`src/rtl/ecc_bitflip_fixer.sv`:
```
module ecc_bitflip_fixer #(
  parameter int SECTOR_BYTES = 512,
  parameter int MAX_FIX      = 8,
  localparam int AW = $clog2(SECTOR_BYTES),
  localparam int IW = $clog2(MAX_FIX + 1),
  localparam int SW = $clog2(MAX_FIX),
  localparam int PW = 16 * MAX_FIX
) (
  input  logic          clk,
  input  logic          rst_n,
  input  logic          start,
  input  logic          stat_uncorr,
  input  logic          stat_found,
  input  logic [3:0]    stat_count,
  input  logic [PW-1:0] pos_words,
  output logic          busy,
  output logic          done,
  output logic [1:0]    result,
  output logic          mem_rd,
  output logic          mem_wr,
  output logic [AW-1:0] mem_addr,
  output logic [7:0]    mem_wdata,
  input  logic [7:0]    mem_rdata
);

  localparam logic [15:0] LIMIT = 16'(SECTOR_BYTES * 8);
  localparam logic [1:0]  RES_CLEAN = 2'b00, RES_FIXED = 2'b01, RES_BAD = 2'b10;

  typedef enum logic [2:0] {S_IDLE, S_CHK, S_SCAN, S_FIX, S_FIN} st_t;

  st_t           st;
  logic          fnd_q, unc_q;
  logic [IW-1:0] cnt_q, idx;
  logic [PW-1:0] pos_q;
  logic [1:0]    res_q;
  logic [15:0]   cur;
  logic          more, in_rng;

  assign cur    = pos_q[16 * int'(idx[SW-1:0]) +: 16];
  assign more   = idx < cnt_q;
  assign in_rng = cur < LIMIT;

  assign busy      = st != S_IDLE;
  assign done      = st == S_FIN;
  assign result    = res_q;
  assign mem_rd    = (st == S_SCAN) && more && in_rng;
  assign mem_wr    = st == S_FIX;
  assign mem_addr  = cur[3 +: AW];
  assign mem_wdata = mem_rdata ^ (8'd1 << cur[2:0]);

  always_ff @(posedge clk or negedge rst_n) begin
    if (!rst_n) begin
      st    <= S_IDLE;
      fnd_q <= 1'b0;
      unc_q <= 1'b0;
      cnt_q <= '0;
      idx   <= '0;
      pos_q <= '0;
      res_q <= RES_CLEAN;
    end else begin
      case (st)
        S_IDLE: if (start) begin
          fnd_q <= stat_found;
          unc_q <= stat_uncorr;
          cnt_q <= (int'(stat_count) > MAX_FIX) ? IW'(MAX_FIX) : IW'(stat_count);
          pos_q <= pos_words;
          idx   <= '0;
          st    <= S_CHK;
        end
        S_CHK: begin
          if (!fnd_q) begin
            res_q <= RES_CLEAN;
            st    <= S_FIN;
          end else if (unc_q) begin
            res_q <= RES_BAD;
            st    <= S_FIN;
          end else begin
            st <= S_SCAN;
          end
        end
        S_SCAN: begin
          if (!more) begin
            res_q <= RES_FIXED;
            st    <= S_FIN;
          end else if (!in_rng) begin
            idx <= idx + IW'(1);
          end else begin
            st <= S_FIX;
          end
        end
        S_FIX: begin
          idx <= idx + IW'(1);
          st  <= S_SCAN;
        end
        default: st <= S_IDLE;
      endcase
    end
  end

  AST_WR_AFTER_RD: assert property (@(posedge clk) disable iff (!rst_n)
    mem_wr |-> $past(mem_rd));
  AST_WR_SAME_BYTE: assert property (@(posedge clk) disable iff (!rst_n)
    mem_wr |-> mem_addr == $past(mem_addr));
  AST_DONE_PULSE: assert property (@(posedge clk) disable iff (!rst_n)
    done |=> !done);
  AST_START_BUSY: assert property (@(posedge clk) disable iff (!rst_n)
    (start && !busy) |=> busy);
  AST_QUIET_IDLE: assert property (@(posedge clk) disable iff (!rst_n)
    !busy |-> (!mem_rd && !mem_wr));

endmodule

```
`config.mk`:
```
export PLATFORM = sky130hd
export DESIGN_NAME = ecc_bitflip_fixer
export DESIGN_NICKNAME = d
export VERILOG_FILES = /design/src/rtl/ecc_bitflip_fixer.sv
export SDC_FILE = /design/constraint.sdc
export NUM_CORES = 1
export LEC_CHECK = 0
export BUFFER_PORTS_ARGS = -buffer_cell sky130_fd_sc_hd__buf_4
export CAP_MARGIN = 25
export CORE_UTILIZATION = 53
export DETAILED_ROUTE_END_ITERATION = 16
export GPL_TIMING_DRIVEN = 0
export PLACE_DENSITY = 0.88
export REMOVE_ABC_BUFFERS = 1
export SYNTH_ARGS = -nofsm -noshare
export SYNTH_HDL_FRONTEND = slang
export SYNTH_SLANG_ARGS = --single-unit
```
`constraint.sdc`:
```
create_clock -name clk -period 2.84 [get_ports clk]
set_input_delay 0.71 -clock clk [delete_from_list [all_inputs] [get_ports clk]]
set_output_delay 0.71 -clock clk [all_outputs]
set_load 0.005 [all_outputs]
```
Word-level counts from Yosys, hierarchy flattened

Index checks and enable logic that the tools add are counted.
W data, S select, Z words.

Register bits after elaboration: 143
Output and inout port bits: 23
Word-level logic and storage cells: 49

Add/subtract/negate cells: 1
Order comparisons: 3
Equal/unequal tests: 10
Shifts and indexed selects: 2
Multiplexer cells: 15
Bitwise operators: 1
Reductions and logical operators: 10

Operators by type and width:

| cell                   | number |
|---|---|
| $shiftx A128 B8 Y16    | 1 |
| $lt A16 B13 Y1 const B | 1 |
| $mux W4                | 4 |
| $mux W3                | 5 |
| $pmux W3 S4            | 1 |
| $pmux W4 S3            | 1 |
| $ne A2 B2 Y1 const B   | 4 |
| $shl A1 B3 Y8 const A  | 1 |
| $xor A8 B8 Y8          | 1 |
| $eq A3 B2 Y1 const B   | 2 |
| $mux W2                | 3 |
| $ne A3 B3 Y1 const B   | 2 |
| $reduce_bool A3 Y1     | 2 |
| $add A4 B1 Y4 const B  | 1 |
| $gt A4 B4 Y1 const B   | 1 |
| $lt A4 B4 Y1           | 1 |
| $pmux W2 S2            | 1 |
| $reduce_and A2 Y1      | 2 |
| $reduce_and A4 Y1      | 1 |
| $eq A3 B1 Y1 const B   | 1 |
| $eq A3 B3 Y1 const B   | 1 |
| $logic_not A3 Y1       | 1 |
| $reduce_and A3 Y1      | 1 |
| $logic_and A1 B1 Y1    | 2 |
| $reduce_bool A2 Y1     | 1 |

Longest topological paths before layout

Depth after elaboration: 5
Depth in mapped cells: 8

Least setup slack after synthesis

OpenSTA, ideal clock, no wires.

Path type: reg2out
Start point: register idx[0]
End point: output port mem_wdata[3]
Arrival time: 1.717 ns
Data required time: 2.130 ns
Slack: 0.413 ns
Stages on the path, launching flop included: 8
Cell sequence: dfrtp_1 -> buf_6 -> buf_6 -> mux4_2 -> mux2i_4 -> nand2_2 -> nor2_2 -> xor2_1

Cells in the longest elaborated chain, start to end: 3

RTL lines:

| item                   | RTL line | source |
|---|---|---|
| start, declared        | 33       | `logic [IW-1:0] cnt_q, idx;` |
| start signal, assigned | 86       | `idx <= idx + IW'(1);` |
| start signal, assigned | 92       | `idx <= idx + IW'(1);` |
| $shiftx A128 B8 Y16    | 39       | `assign cur = pos_q[16 * int'(idx[SW-1:0]) +: 16];` |
| $shl A1 B3 Y8          | 49       | `assign mem_wdata = mem_rdata ^ (8'd1 << cur[2:0]);` |
| $xor A8 B8 Y8          | 49       |  |
| end, declared          | 22       | `output logic [7:0] mem_wdata,` |

Every way passes these cells.

Worst setup path in the final report

Start point: register idx[0]
End point: output port mem_wdata[2]

The elaborated chain is that of the path after synthesis.

==> results_dict.tcl <==
set metrics [dict create \
    fill_cells 775 \
    cts.sinks 143 \
    initial_utilization_pct 54.5 \
    outcome "finished, violations left" \
    critPathTopFamily "multiplexers" \
    synth_fa_ha_area_share_pct 0.764 \
    synth-compound-area-share_pct 2.75 \
    ys_top_cells_by_area "dfrtp_1 55%, mux2_2 22%, mux4_2 8.3%" \
    hpwl_um 10000 \
    holdWs_ns 0.297 \
    cts_buffers 17 \
    postCtsHoldBufs 0 \
    grt_pass1_wl_um 24300 \
    grt_pass1_vias 5006 \
    p_per_area_nw_per_um2 1150 \
    die_w_um 113 \
    synth_warnings 0 \
    synth.avg_cell_area_um2 14.1 \
    ys_seq_area_share_pct 54.6 \
    relSlewSlack_pct 42.6 \
    ant_nets 0 \
    h-tree-depth 4 \
    regToRegStartpoint "idx[2]$_DFFE_PN0P_" \
    die-area_um2 12800 \
    drc_errors 0 \
    rsz0062_at_grt "true" \
    switching_share_pct 30.9 \
    drt_pass1_iterations 4 \
    n_antenna_cell 0 \
    vdd_drop_max_uv 557 \
    critical_path.max_stage_delay_ns 0.54 \
    finalHoldViolCount 0 \
    final_cells 826 \
    core_um2 12000 \
    drt_wl_total_um 15200 \
    cts_root_buffer "clkbuf_16" \
    hold_class "in2async" \
    yosysTopAreaCellShare_pct 54.6 \
    worstSetupStartpointType "flop" \
    worst_pin_slew_ns 0.858 \
    synth_ff_type "dfrtp_1" \
    vias 4573 \
    r2r-end "result[1]$_DFFE_PN0P_" \
    areaGrowthSynthToFinish_pct 38.0 \
    power.share.combinational_pct 45.9 \
    num_rows 40 \
    antenna_found_initial 0 \
    synth-xor-area-share_pct 1.07 \
    path_class "reg2out" \
    grt_max_degree 77 \
    synth_area_um2 6550 \
    path_max_fanout 8 \
    final_nets 816 \
    place_inst 762 \
    critPathRequiredTime_ns 2.13 \
    ff2ff_path_depth 15 \
    clockBufferDepth 2 \
    wire_per_inst_um 18.4 \
    violations "negative setup slack" \
    seq_power_share_pct 35.2 \
    grt_overflow 0 \
    gp_congestion 0.753 \
    dr.first_iter.drc_count 220 \
    final_cell_mix "189 x buf_4, 140 x dfrtp_1, 129 x mux2_2" \
    p_leak_nw 4.02 \
    syn_inst 464 \
    routed_via_density 5.54 \
    arrival_ns 2.30 \
    fin_crit_ns 3.01 \
    ios 168 \
    ys_ff_latch 143 \
    clk_latency_ns 0.42 \
    fin_ws_ns -0.168 \
    power_switching_w 0.00320 \
    grt_usage_pct 25.0 \
    layout_commonest_cell "buf_4" \
    clkPwrFrac_pct 18.9 \
    portBuffers 167 \
    drive_gt1_share_pct 62.4 \
    synthArstFlopShare_pct 100 \
    muxShareOfSynthArea_pct 31.1 \
    synth_edf_count 0 \
    end_kind "output port" \
    finalSetupViolCount 8 \
    synth_top_family_by_area "multiplexers" \
    crit_chain "buf_12 > mux4_2 > mux2i_4 > buf_6 > nor2_4 > nand2_2 > xnor2_1 > buf_4" \
    slew_viol_final 0 \
    skew_ns 0.00919 \
    worst-path-buf-inv 3 \
    p_int_w 0.00717 \
    critPathSlowestCell "mux4_2" \
    fin_tns_setup_ns -0.913 \
    drv_cap 0 \
    period_share_pct 106 \
    cts_tree "yes" \
    synth-simple-area-share_pct 7.14 \
    fmax_mhz 332 \
    synth_cell_types 43 \
    reg2reg_slack_ns 0.07 \
    cts.clk_slew.worst_paths_ns 0.06 \
    synth_top_area_cell "dfrtp_1" \
    die_h_um 113 \
]
-- flip-flops by register name, indices dropped and copies added (netlist names) --
| name | count |
|---|---|
| unc_q | 1 |
| result | 2 |
| fnd_q | 1 |
| cnt_q | 4 |
| pos_q | 128 |
| idx | 4 |
| st | 3 |
-- cell type report --
class                   instances  area, µm²  area share (%)
flip-flops and latches        143       3590            39.7
multi-input cells             286       2890            32.0
repair buffers                210       1810            20.0
clock buffers                  25        485            5.37
well taps                     147        184            2.03
inverters                       9       46.3           0.512
clock inverters                 6       35.0           0.388
-- synthesized netlist by cell type, types with 7 or more instances --
| cell type | number |
|---|---|
| buf_2 | 15 |
| clkbuf_1 | 7 |
| dfrtp_1 | 143 |
| inv_1 | 7 |
| mux2_2 | 129 |
| mux4_2 | 24 |
| nand2_1 | 47 |
| nor2_1 | 9 |
| nor4_1 | 8 |
| o21ai_0 | 9 |
-- layer usage --
| metal | up-vias | track usage (%) | share of wire, % |
|---|---|---|---|
| li1 | 2088 | - | - |
| met1 | 2303 | 30.3 | 41 |
| met2 | 162 | 43.2 | 52 |
| met3 | 20 | 6.59 | 5.8 |
| met4 | 0 | 8.86 | 1.4 |
| met5 | - | 0 | 0 |
-- logic make-up (layout without fill, tap and decap cells) --
| kind of cell | after synthesis | after routing |
|---|---|---|
| DFF | 143 | 143 |
| muxes | 155 | 155 |
| adders and majority gates | 4 | 4 |
| AOI/OAI and AO/OA | 25 | 25 |
| buffers and inverters | 35 | 250 |
| and+or+nand+nor | 94 | 94 |
| xor gates and xnor gates | 8 | 8 |
-- power groups by stage --
stage	Sequential (W)	Combinational, W	Clock, W
final	0.00365	0.00476	0.00196
after global routing	0.00377	0.00511	0.00208
after floorplan	0.00354	0.00271	0
after CTS	0.00365	0.00442	0.00200
after global placement	0.00368	0.00322	0
after detailed placement	0.00377	0.00388	0
-- timing repair --
action                     4_1_cts  5_1_grt
pin swaps                        6       12
setup buffers                   23       10
hold endpoints to repair         0        0
setup endpoints to repair       19       13
cloned                           1        0
resized for setup               12       23
-- per-stage QoR --
stage / total power [W] / setup slack [ns] / area [µm²] / util, %
3_5_place_dp: 0.00765 / -0.730 / 8100 / 67.4
5_1_grt: 0.0110 / -0.240 / 9040 / 75.3
2_1_floorplan: 0.00624 / -3.92 / 6420 / -
3_3_place_gp: 0.00690 / -5.92 / 7860 / 65.4
4_1_cts: 0.0101 / -0.110 / 8880 / 73.9
6_report: 0.0104 / -0.168 / 9040 / 75.3
-- how the worst max path moves through the flow --
| stage | cells past startpoint | endpoint | start |
|---|---|---|---|
| 3_3_place_gp | 4 | pos_q[18]$_DFFE_PN0P_ | start |
| 2_1_floorplan | 3 | pos_q[0]$_DFFE_PN0P_ | start |
| 3_5_place_dp | 5 | mem_wdata[7] | idx[2]$_DFFE_PN0P_ |
| 4_1_cts | 7 | mem_wdata[3] | idx[0]$_DFFE_PN0P_ |
| 6_report | 8 | mem_wdata[2] | idx[0]$_DFFE_PN0P_ |
| 5_1_grt | 8 | mem_wdata[2] | idx[0]$_DFFE_PN0P_ |
Note: power is estimated with default switching activity, not from simulation.
